===== src/rtl/burst_seq_pkg.sv =====
package burst_seq_pkg;

    typedef enum logic [1:0] {
        ST_IDLE,
        ST_WAIT,
        ST_STREAM,
        ST_DONE
    } seq_state_t;

    localparam int WCNT_W = 5;

    // bits of the address that cycle inside a wrap block
    function automatic int blk_bits(input logic [1:0] code);
        case (code)
            2'd1:    return 3;
            2'd2:    return 4;
            2'd3:    return 5;
            default: return 0;
        endcase
    endfunction

    function automatic logic [WCNT_W-1:0] words_minus_one(input logic [1:0] code);
        case (code)
            2'd1:    return WCNT_W'(7);
            2'd2:    return WCNT_W'(15);
            2'd3:    return WCNT_W'(31);
            default: return '0;
        endcase
    endfunction

endpackage


===== src/rtl/bseq_tally.sv =====
module bseq_tally #(
    parameter int W = 4
) (
    input  logic         clk,
    input  logic         rst_n,
    input  logic         load,
    input  logic [W-1:0] load_val,
    input  logic         dec,
    output logic [W-1:0] count
);
    always_ff @(posedge clk or negedge rst_n) begin
        if (!rst_n) begin
            count <= '0;
        end else if (load) begin
            count <= load_val;
        end else if (dec && count != '0) begin
            count <= count - 1'b1;
        end
    end
endmodule


===== src/rtl/bseq_addr_step.sv =====
module bseq_addr_step
    import burst_seq_pkg::*;
#(
    parameter int ADDR_W = 23
) (
    input  logic [ADDR_W-1:0] cur,
    input  logic [2:0]        mode,
    output logic [ADDR_W-1:0] nxt
);
    logic [ADDR_W-1:0] sum;
    logic              wrap_en;
    int                nbits;

    assign sum     = cur + 1'b1;
    assign wrap_en = !mode[2] && (mode[1:0] != 2'd0);
    assign nbits   = blk_bits(mode[1:0]);

    for (genvar i = 0; i < ADDR_W; i++) begin : g_bit
        assign nxt[i] = (wrap_en && i >= nbits) ? cur[i] : sum[i];
    end
endmodule


===== src/rtl/burst_addr_seq.sv =====
module burst_addr_seq
    import burst_seq_pkg::*;
#(
    parameter int ADDR_W = 23,
    parameter int LAT_W  = 4
) (
    input  logic              clk,
    input  logic              rst_n,
    input  logic              ce_n,
    input  logic              avd_n,
    input  logic [ADDR_W-1:0] addr_in,
    input  logic [2:0]        burst_mode,
    input  logic [LAT_W-1:0]  latency,
    output logic [ADDR_W-1:0] addr_out,
    output logic              rdy
);
    seq_state_t        state_q, state_d;
    logic [ADDR_W-1:0] addr_q, addr_nxt;
    logic [2:0]        mode_q;
    logic              capture;
    logic [LAT_W-1:0]  lat_load, lat_cnt;
    logic [WCNT_W-1:0] word_cnt;
    logic              last_word;

    assign capture   = !ce_n && !avd_n;
    assign lat_load  = (latency == '0) ? LAT_W'(1) : latency;
    assign last_word = mode_q[2] && (mode_q[1:0] != 2'd0) && (word_cnt == '0);

    bseq_tally #(.W(LAT_W)) u_lat (
        .clk      (clk),
        .rst_n    (rst_n),
        .load     (capture),
        .load_val (lat_load),
        .dec      (state_q == ST_WAIT),
        .count    (lat_cnt)
    );

    bseq_tally #(.W(WCNT_W)) u_words (
        .clk      (clk),
        .rst_n    (rst_n),
        .load     (capture),
        .load_val (words_minus_one(burst_mode[1:0])),
        .dec      (state_q == ST_STREAM),
        .count    (word_cnt)
    );

    bseq_addr_step #(.ADDR_W(ADDR_W)) u_step (
        .cur  (addr_q),
        .mode (mode_q),
        .nxt  (addr_nxt)
    );

    // next-state logic
    always_comb begin
        state_d = state_q;
        if (ce_n) begin
            state_d = ST_IDLE;
        end else if (!avd_n) begin
            state_d = ST_WAIT;
        end else begin
            unique case (state_q)
                ST_IDLE:   state_d = ST_IDLE;
                ST_WAIT:   state_d = (lat_cnt <= LAT_W'(1)) ? ST_STREAM : ST_WAIT;
                ST_STREAM: state_d = last_word ? ST_DONE : ST_STREAM;
                ST_DONE:   state_d = ST_DONE;
            endcase
        end
    end

    // state register
    always_ff @(posedge clk or negedge rst_n) begin
        if (!rst_n) state_q <= ST_IDLE;
        else        state_q <= state_d;
    end

    // address and captured mode
    always_ff @(posedge clk or negedge rst_n) begin
        if (!rst_n) begin
            addr_q <= '0;
            mode_q <= 3'b000;
        end else if (capture) begin
            addr_q <= addr_in;
            mode_q <= burst_mode;
        end else if (state_q == ST_STREAM && state_d == ST_STREAM) begin
            addr_q <= addr_nxt;
        end
    end

    // outputs
    always_comb begin
        addr_out = addr_q;
        rdy      = (state_q == ST_STREAM) && !ce_n;
    end
endmodule


===== config.mk =====
export PLATFORM = sky130hd
export DESIGN_NAME = burst_addr_seq
export DESIGN_NICKNAME = d
export VERILOG_FILES = /design/src/rtl/burst_seq_pkg.sv /design/src/rtl/bseq_tally.sv /design/src/rtl/bseq_addr_step.sv /design/src/rtl/burst_addr_seq.sv
export SDC_FILE = /design/constraint.sdc
export NUM_CORES = 1
export LEC_CHECK = 0
export ABC_AREA = 1
export BUFFER_PORTS_ARGS = -buffer_cell sky130_fd_sc_hd__buf_2
export CAP_MARGIN = 20
export CORE_ASPECT_RATIO = 1.2
export CORE_MARGIN = 2
export CORE_UTILIZATION = 50
export CTS_BUF_LIST = sky130_fd_sc_hd__clkbuf_2
export CTS_CLUSTER_DIAMETER = 40
export DETAILED_ROUTE_END_ITERATION = 10
export GPL_ROUTABILITY_DRIVEN = 0
export PLACE_DENSITY = 0.77
export SYNTH_ARGS = -nofsm -noshare
export SYNTH_HDL_FRONTEND = slang
export SYNTH_HIERARCHICAL = 1
export SYNTH_SLANG_ARGS = --single-unit
export TNS_END_PERCENT = 10

===== constraint.sdc =====
create_clock -name clk -period 3.9 [get_ports clk]
set_input_delay 0.78 -clock clk [delete_from_list [all_inputs] [get_ports clk]]
set_output_delay 0.78 -clock clk [all_outputs]
set_load 0.005 [all_outputs]

=== After elaboration in Yosys (flattened, before gate mapping) ===
Cells that the tools add are included.

* Word-level logic and storage cells: 190
* Register bits after elaboration: 37
* Input bits: 34
* Output and inout bits: 24

* Reduce and logical (&&, ||, !) cells: 66
* Muxes and demuxes: 37
* Eq/ne operators: 33
* Add/sub/neg operators: 3
* $lt $le $gt $ge: 24

{| class="wikitable"
|+ Operators with widths
! cell !! count
|-
| $mux 23 || 2
|-
| $ne 2x2->1 const B || 23
|-
| $reduce_and 2->1 || 23
|-
| $ge 5x3->1 const A || 7
|-
| $ge 4x3->1 const A || 8
|-
| $logic_and 1x1->1 || 31
|-
| $mux 1 || 24
|-
| $add 23x1->23 const B || 1
|-
| $pmux 5 s3 || 1
|-
| $eq 2x2->1 const B || 7
|-
| $ge 3x3->1 const A || 4
|-
| $mux 4 || 3
|-
| $mux 5 || 2
|-
| $pmux 3 s3 || 1
|-
| $pmux 2 s4 || 1
|-
| $reduce_bool 2->1 || 4
|-
| $eq 2x1->1 const B || 3
|-
| $ge 1x3->1 const A || 2
|-
| $ge 2x3->1 const A || 2
|-
| $mux 2 || 3
|-
| $logic_not 5->1 || 1
|-
| $reduce_bool 5->1 || 1
|-
| $sub 5x1->5 const B || 1
|-
| $le 4x1->1 const B || 1
|-
| 5 further kinds || 7
|}

=== Longest topological paths before layout ===
* Depth after elaboration: 11
* Gate-level depth with buffers: 13
* Gate-level depth less buffers: 13

=== Modules after synthesis ===
Netlist, hierarchy kept.

{| class="wikitable"
|+ By module, submodules not included
! module !! area an instance (µm²) !! cells each !! times used !! seq. area each (µm²)
|-
| burst_addr_seq || 1556.5 || 221 || 1 || 700.7
|-
| bseq_addr_step || 696.9 || 128 || 1 || 0.0
|-
| bseq_tally (u_words) || 329.1 || 42 || 1 || 125.1
|-
| bseq_tally (u_lat) || 281.5 || 45 || 1 || 100.1
|}

=== Worst setup path before layout ===
Ideal clock, no wire load.

* Path kind: input port to flip-flop
* Start: input port ce_n
* End: register u_words.count[3]
* Path slack: 2.115 ns
* Arrival time: 1.661 ns
* Library setup time: 0.124 ns
* Buffers on the path: 2
* Cell stages on the path: 8
* Data required time: 3.776 ns
* Cells stage by stage: nor2_4 -> buf_2 -> buf_4 -> inv_2 -> nand2_1 -> nor2_1 -> nand2_1 -> nand3_1

* Word-level cells in the longest chain between the ends: 3
* Elaborated cells on any way between the ends: 4
* Those cells by class: mux: 1; reduce/logical: 3

{| class="wikitable"
|+ RTL lines
! element !! RTL line !! RTL
|-
| start, declared || burst_addr_seq.sv:9 || <nowiki>input logic ce_n,</nowiki>
|-
| $logic_not 1->1 (*) || burst_addr_seq.sv:25 || <nowiki>assign capture = !ce_n && !avd_n;</nowiki>
|-
| $logic_and 1x1->1 (*) || burst_addr_seq.sv:25 ||
|-
| via capture || burst_addr_seq.sv:20 || <nowiki>logic capture;</nowiki>
|-
| $mux 5 or $reduce_bool 2->1 (tied branches) || - ||
|-
| end signal, assigned || bseq_tally.sv:15 || <nowiki>count <= load_val;</nowiki>
|-
| end signal, assigned || bseq_tally.sv:17 || <nowiki>count <= count - 1'b1;</nowiki>
|-
| end, declared || bseq_tally.sv:9 || <nowiki>output logic [W-1:0] count</nowiki>
|}

The timed path passes the listed nets; every way through them passes the cells marked *.
A chain may end at the register's enable or synchronous reset.

=== Final worst setup path ===
* Start: register state_q[0]
* End: output port rdy

* Word-level cells in the longest chain between the ends: 2

{| class="wikitable"
|+ RTL lines
! element !! RTL line !! RTL
|-
| start, declared || burst_addr_seq.sv:17 || <nowiki>seq_state_t state_q, state_d;</nowiki>
|-
| start signal, assigned || burst_addr_seq.sv:73 || <nowiki>else state_q <= state_d;</nowiki>
|-
| $eq 2x2->1 || burst_addr_seq.sv:92 || <nowiki>rdy = (state_q == ST_STREAM) && !ce_n;</nowiki>
|-
| $logic_and 1x1->1 || burst_addr_seq.sv:92 ||
|-
| end, declared || burst_addr_seq.sv:15 || <nowiki>output logic rdy</nowiki>
|}

No other way between the ends.

==> run summary <==
Status = completed
Clk_skew = 0.03455 ns
Synth-to-Final Area Change = 11.45%
Crit share post-route = 53.36%
DIE HEIGHT = 86.91 µm
Fmax = 480.5 MHz
Share of layout cells above drive strength 1 = 21.44%
DIE WIDTH = 73.09 µm
Post-CTS Setup Bufs = 0
Io pins = 58
Synth warnings = 6
CP max FO = 3
Total core area = 0.005593 mm²
Clock transition at path regs = 0.22 ns
DRT iter0 DRCs = 176
Largest net degree at the start of global routing = 51
Cell depth of the worst flop-to-flop path = 12
Crit path arrival time = 1.30 ns
Setup ws final = 1.819 ns
Main area contributors after synthesis = dfrtp_1 (32%), nand2_1 (27%), nand3_1 (7.2%)
H-tree depth = 2
Crit path time final = 2.081 ns
FILL cells = 573
Seq/Total Area, Yosys = 32.33%
EDFF count, synth = 0
Die area = 0.006352 mm²
Post-DP HPWL = 4626 µm
Area of the multi-input gates = 0.001702 mm²
Post-CTS Resized = 0
Setup_tns = 0 ns
Standard-cell rows = 30
Slew Limit Fails = 0
Gr ovfl total = 0
Kind of critical path = reg2out
Routed Antenna Nets = 0
Worst path depth = 4
Clock root buffer = clkbuf_2
Most frequent cells after synthesis = nand2_1 (204), nand3_1 (41), dfrtp_1 (37), inv_1 (28), nor2_1 (26)
Slowest-stage cell, CP = dfrtp_1
Cell with the most instances after synthesis = nand2_1
Drt drc = 0
Endpoints failing setup = 0
DP Worst Slack = 1.731 ns
Total leakage power = 1.737 nW
Routed vias = 2772
Cell Area, Placed = 0.003128 mm²
CP peak stage delay = 0.46 ns
FF+latch area = 925.9 µm²
Count of different cell masters after synthesis = 33
Hold_buf cts = 0
Dominant cell type by area after synthesis = dfrtp_1
Req. time, crit path = 3.12 ns
First-pass GRT wire length = 10940 µm
Max-slew headroom = 41.72%
Crit path capture type = output port
Post-synth top area share = 32.33%
First-pass DRT Iterations = 4
Cell count after synthesis = 436
Pwr Density = 424.2 mW/mm²
Worst hold path class = in2async
WP buf/inv = 2
Global Route Usage Sum = 21.58%
CTS tree = built
DR vias/cell = 5.049
Worst Tran Pin Value = 0.8742 ns
Max Cap Viol = 0
Final wirelength = 6361 µm
Finished Core Util = 57.07%
Vias in the first global route = 2560
Starting density of the core = 51.21%
RSZ-0062 raised after global routing = no
Final hold vios = 0
Top FF cell, synth = dfrtp_1
Ys async rst share = 100.0%
Max IR drop VDD = 0.2716 mV
Finished Cell Area = 0.003192 mm²
Worst path cell trace = inv_1 -> nand2_1 -> nor2_2 -> buf_2
Critical Path Start Type = register
Clk_lat worst skew = 0.40 ns
Avg Cell Area, Syn = 6.569 µm²
Sink Count = 37
WL per Instance = 11.59 µm
Cell Area, Synth = 0.002864 mm²
FF+latch count, synth = 37
Largest delay contributor family on the critical path = flip-flops
Initial antenna violation count = 0
Final net count = 521
ANT cells = 0
Syn nets = 473
Count of input and output buffers = 57
TritonCTS Buffers = 5
Max clock buf depth = 2
[cell type report]
cell class                      instances  share of cell area (%)
Clock buffer                            6                  0.9408
Inverter                               34                   3.998
Multi-Input combinational cell        348                   53.31
Timing Repair Buffer                   58                   9.173
Tap cell                               64                   2.509
Clock inverter                          2                   1.058
Sequential cell                        37                   29.01
[through the flow]
step	hold slack, ns	total power, mW	instances
final	0.4532	1.354	549
after global routing	0.5050	1.476	549
after CTS	0.4734	1.369	549
after detailed placement	0.5212	1.121	541
after global placement	0.5090	1.103	541
after floorplan	0.4844	0.9695	436
[per-layer routing]
metal | global-route usage [%] | vias up | wire length [µm]
li1 | - | 1451 | -
met1 | 24.87 | 1259 | 2819
met2 | 39.97 | 57 | 3239
met3 | 3.935 | 5 | 237
met4 | 6.061 | 0 | 65
met5 | 0 | - | 0
[final timing paths]
| check | end | from | slack [ns] |
|---|---|---|---|
| max | rdy | state_q[0] | 1.82 |
| min | addr_out[17] | rst_n | 0.45 |
| max reg2reg | addr_out[14] | addr_out[0] | 2.09 |
| min reg2reg | u_lat/count[0] | u_lat/count[0] | 0.57 |
| max in group asynchronous | addr_out[12] | rst_n | 2.87 |
| min in group clk | u_lat/count[0] | u_lat/count[0] | 0.57 |
[state kept, by name, summed over array words and instances (netlist names)]
signal,cells
u_lat/count,4
u_words/count,5
state_q,2
mode_q,3
addr_out,23
[cell families (layout without fill, tap and decap cells)]
| kind of cell | Yosys count | in the layout | synth area share [%] |
|---|---|---|---|
| flip-flops | 37 | 37 | 32.33 |
| AND/OR/NAND/NOR | 316 | 316 | 50.11 |
| XOR/XNOR | 13 | 13 | 3.976 |
| AO/OA/AOI/OAI | 16 | 16 | 4.020 |
| buffers and inverters | 51 | 100 | 8.257 |
| adder cells (fa/ha/maj) | 3 | 3 | 1.311 |
[report_power, final]
part	total [mW]	switching [mW]	internal, mW
sequential	0.604	0.132	0.472
clock	0.243	0.133	0.109
combinational	0.507	0.284	0.223
[cells in the final DEF, fill, tap and decap left out, drive strengths merged]
master / synthesis / layout
inv: 34 / 34
or2: 2 / 2
a21oi: 3 / 3
nand3b: 6 / 6
dfrtp: 37 / 37
nor3: 5 / 5
buf: 12 / 58
bufinv: 0 / 1
xor2: 5 / 5
clkbuf: 5 / 6
nand3: 43 / 43
and2: 1 / 1
clkinv: 0 / 1
o21bai: 1 / 1
o21ai: 11 / 11
nand4: 7 / 7
nand2: 212 / 212
xnor2: 8 / 8
ha: 3 / 3
a211oi: 1 / 1
nor2: 40 / 40
[worst reg2reg max path, stage by stage, from the launching register on]
cell and delay [ns]:
dfrtp_1 0.46, ha_1 0.23, nand2_1 0.08, nor2_2 0.11, nand2_1 0.12, nor2_4 0.18
nand2_2 0.11, o21ai_1 0.13, nand2_1 0.06, nand2_1 0.06, nand2_1 0.05, nand2_1 0.06
nand2_1 0.05
(Power assumes the default switching activity.)
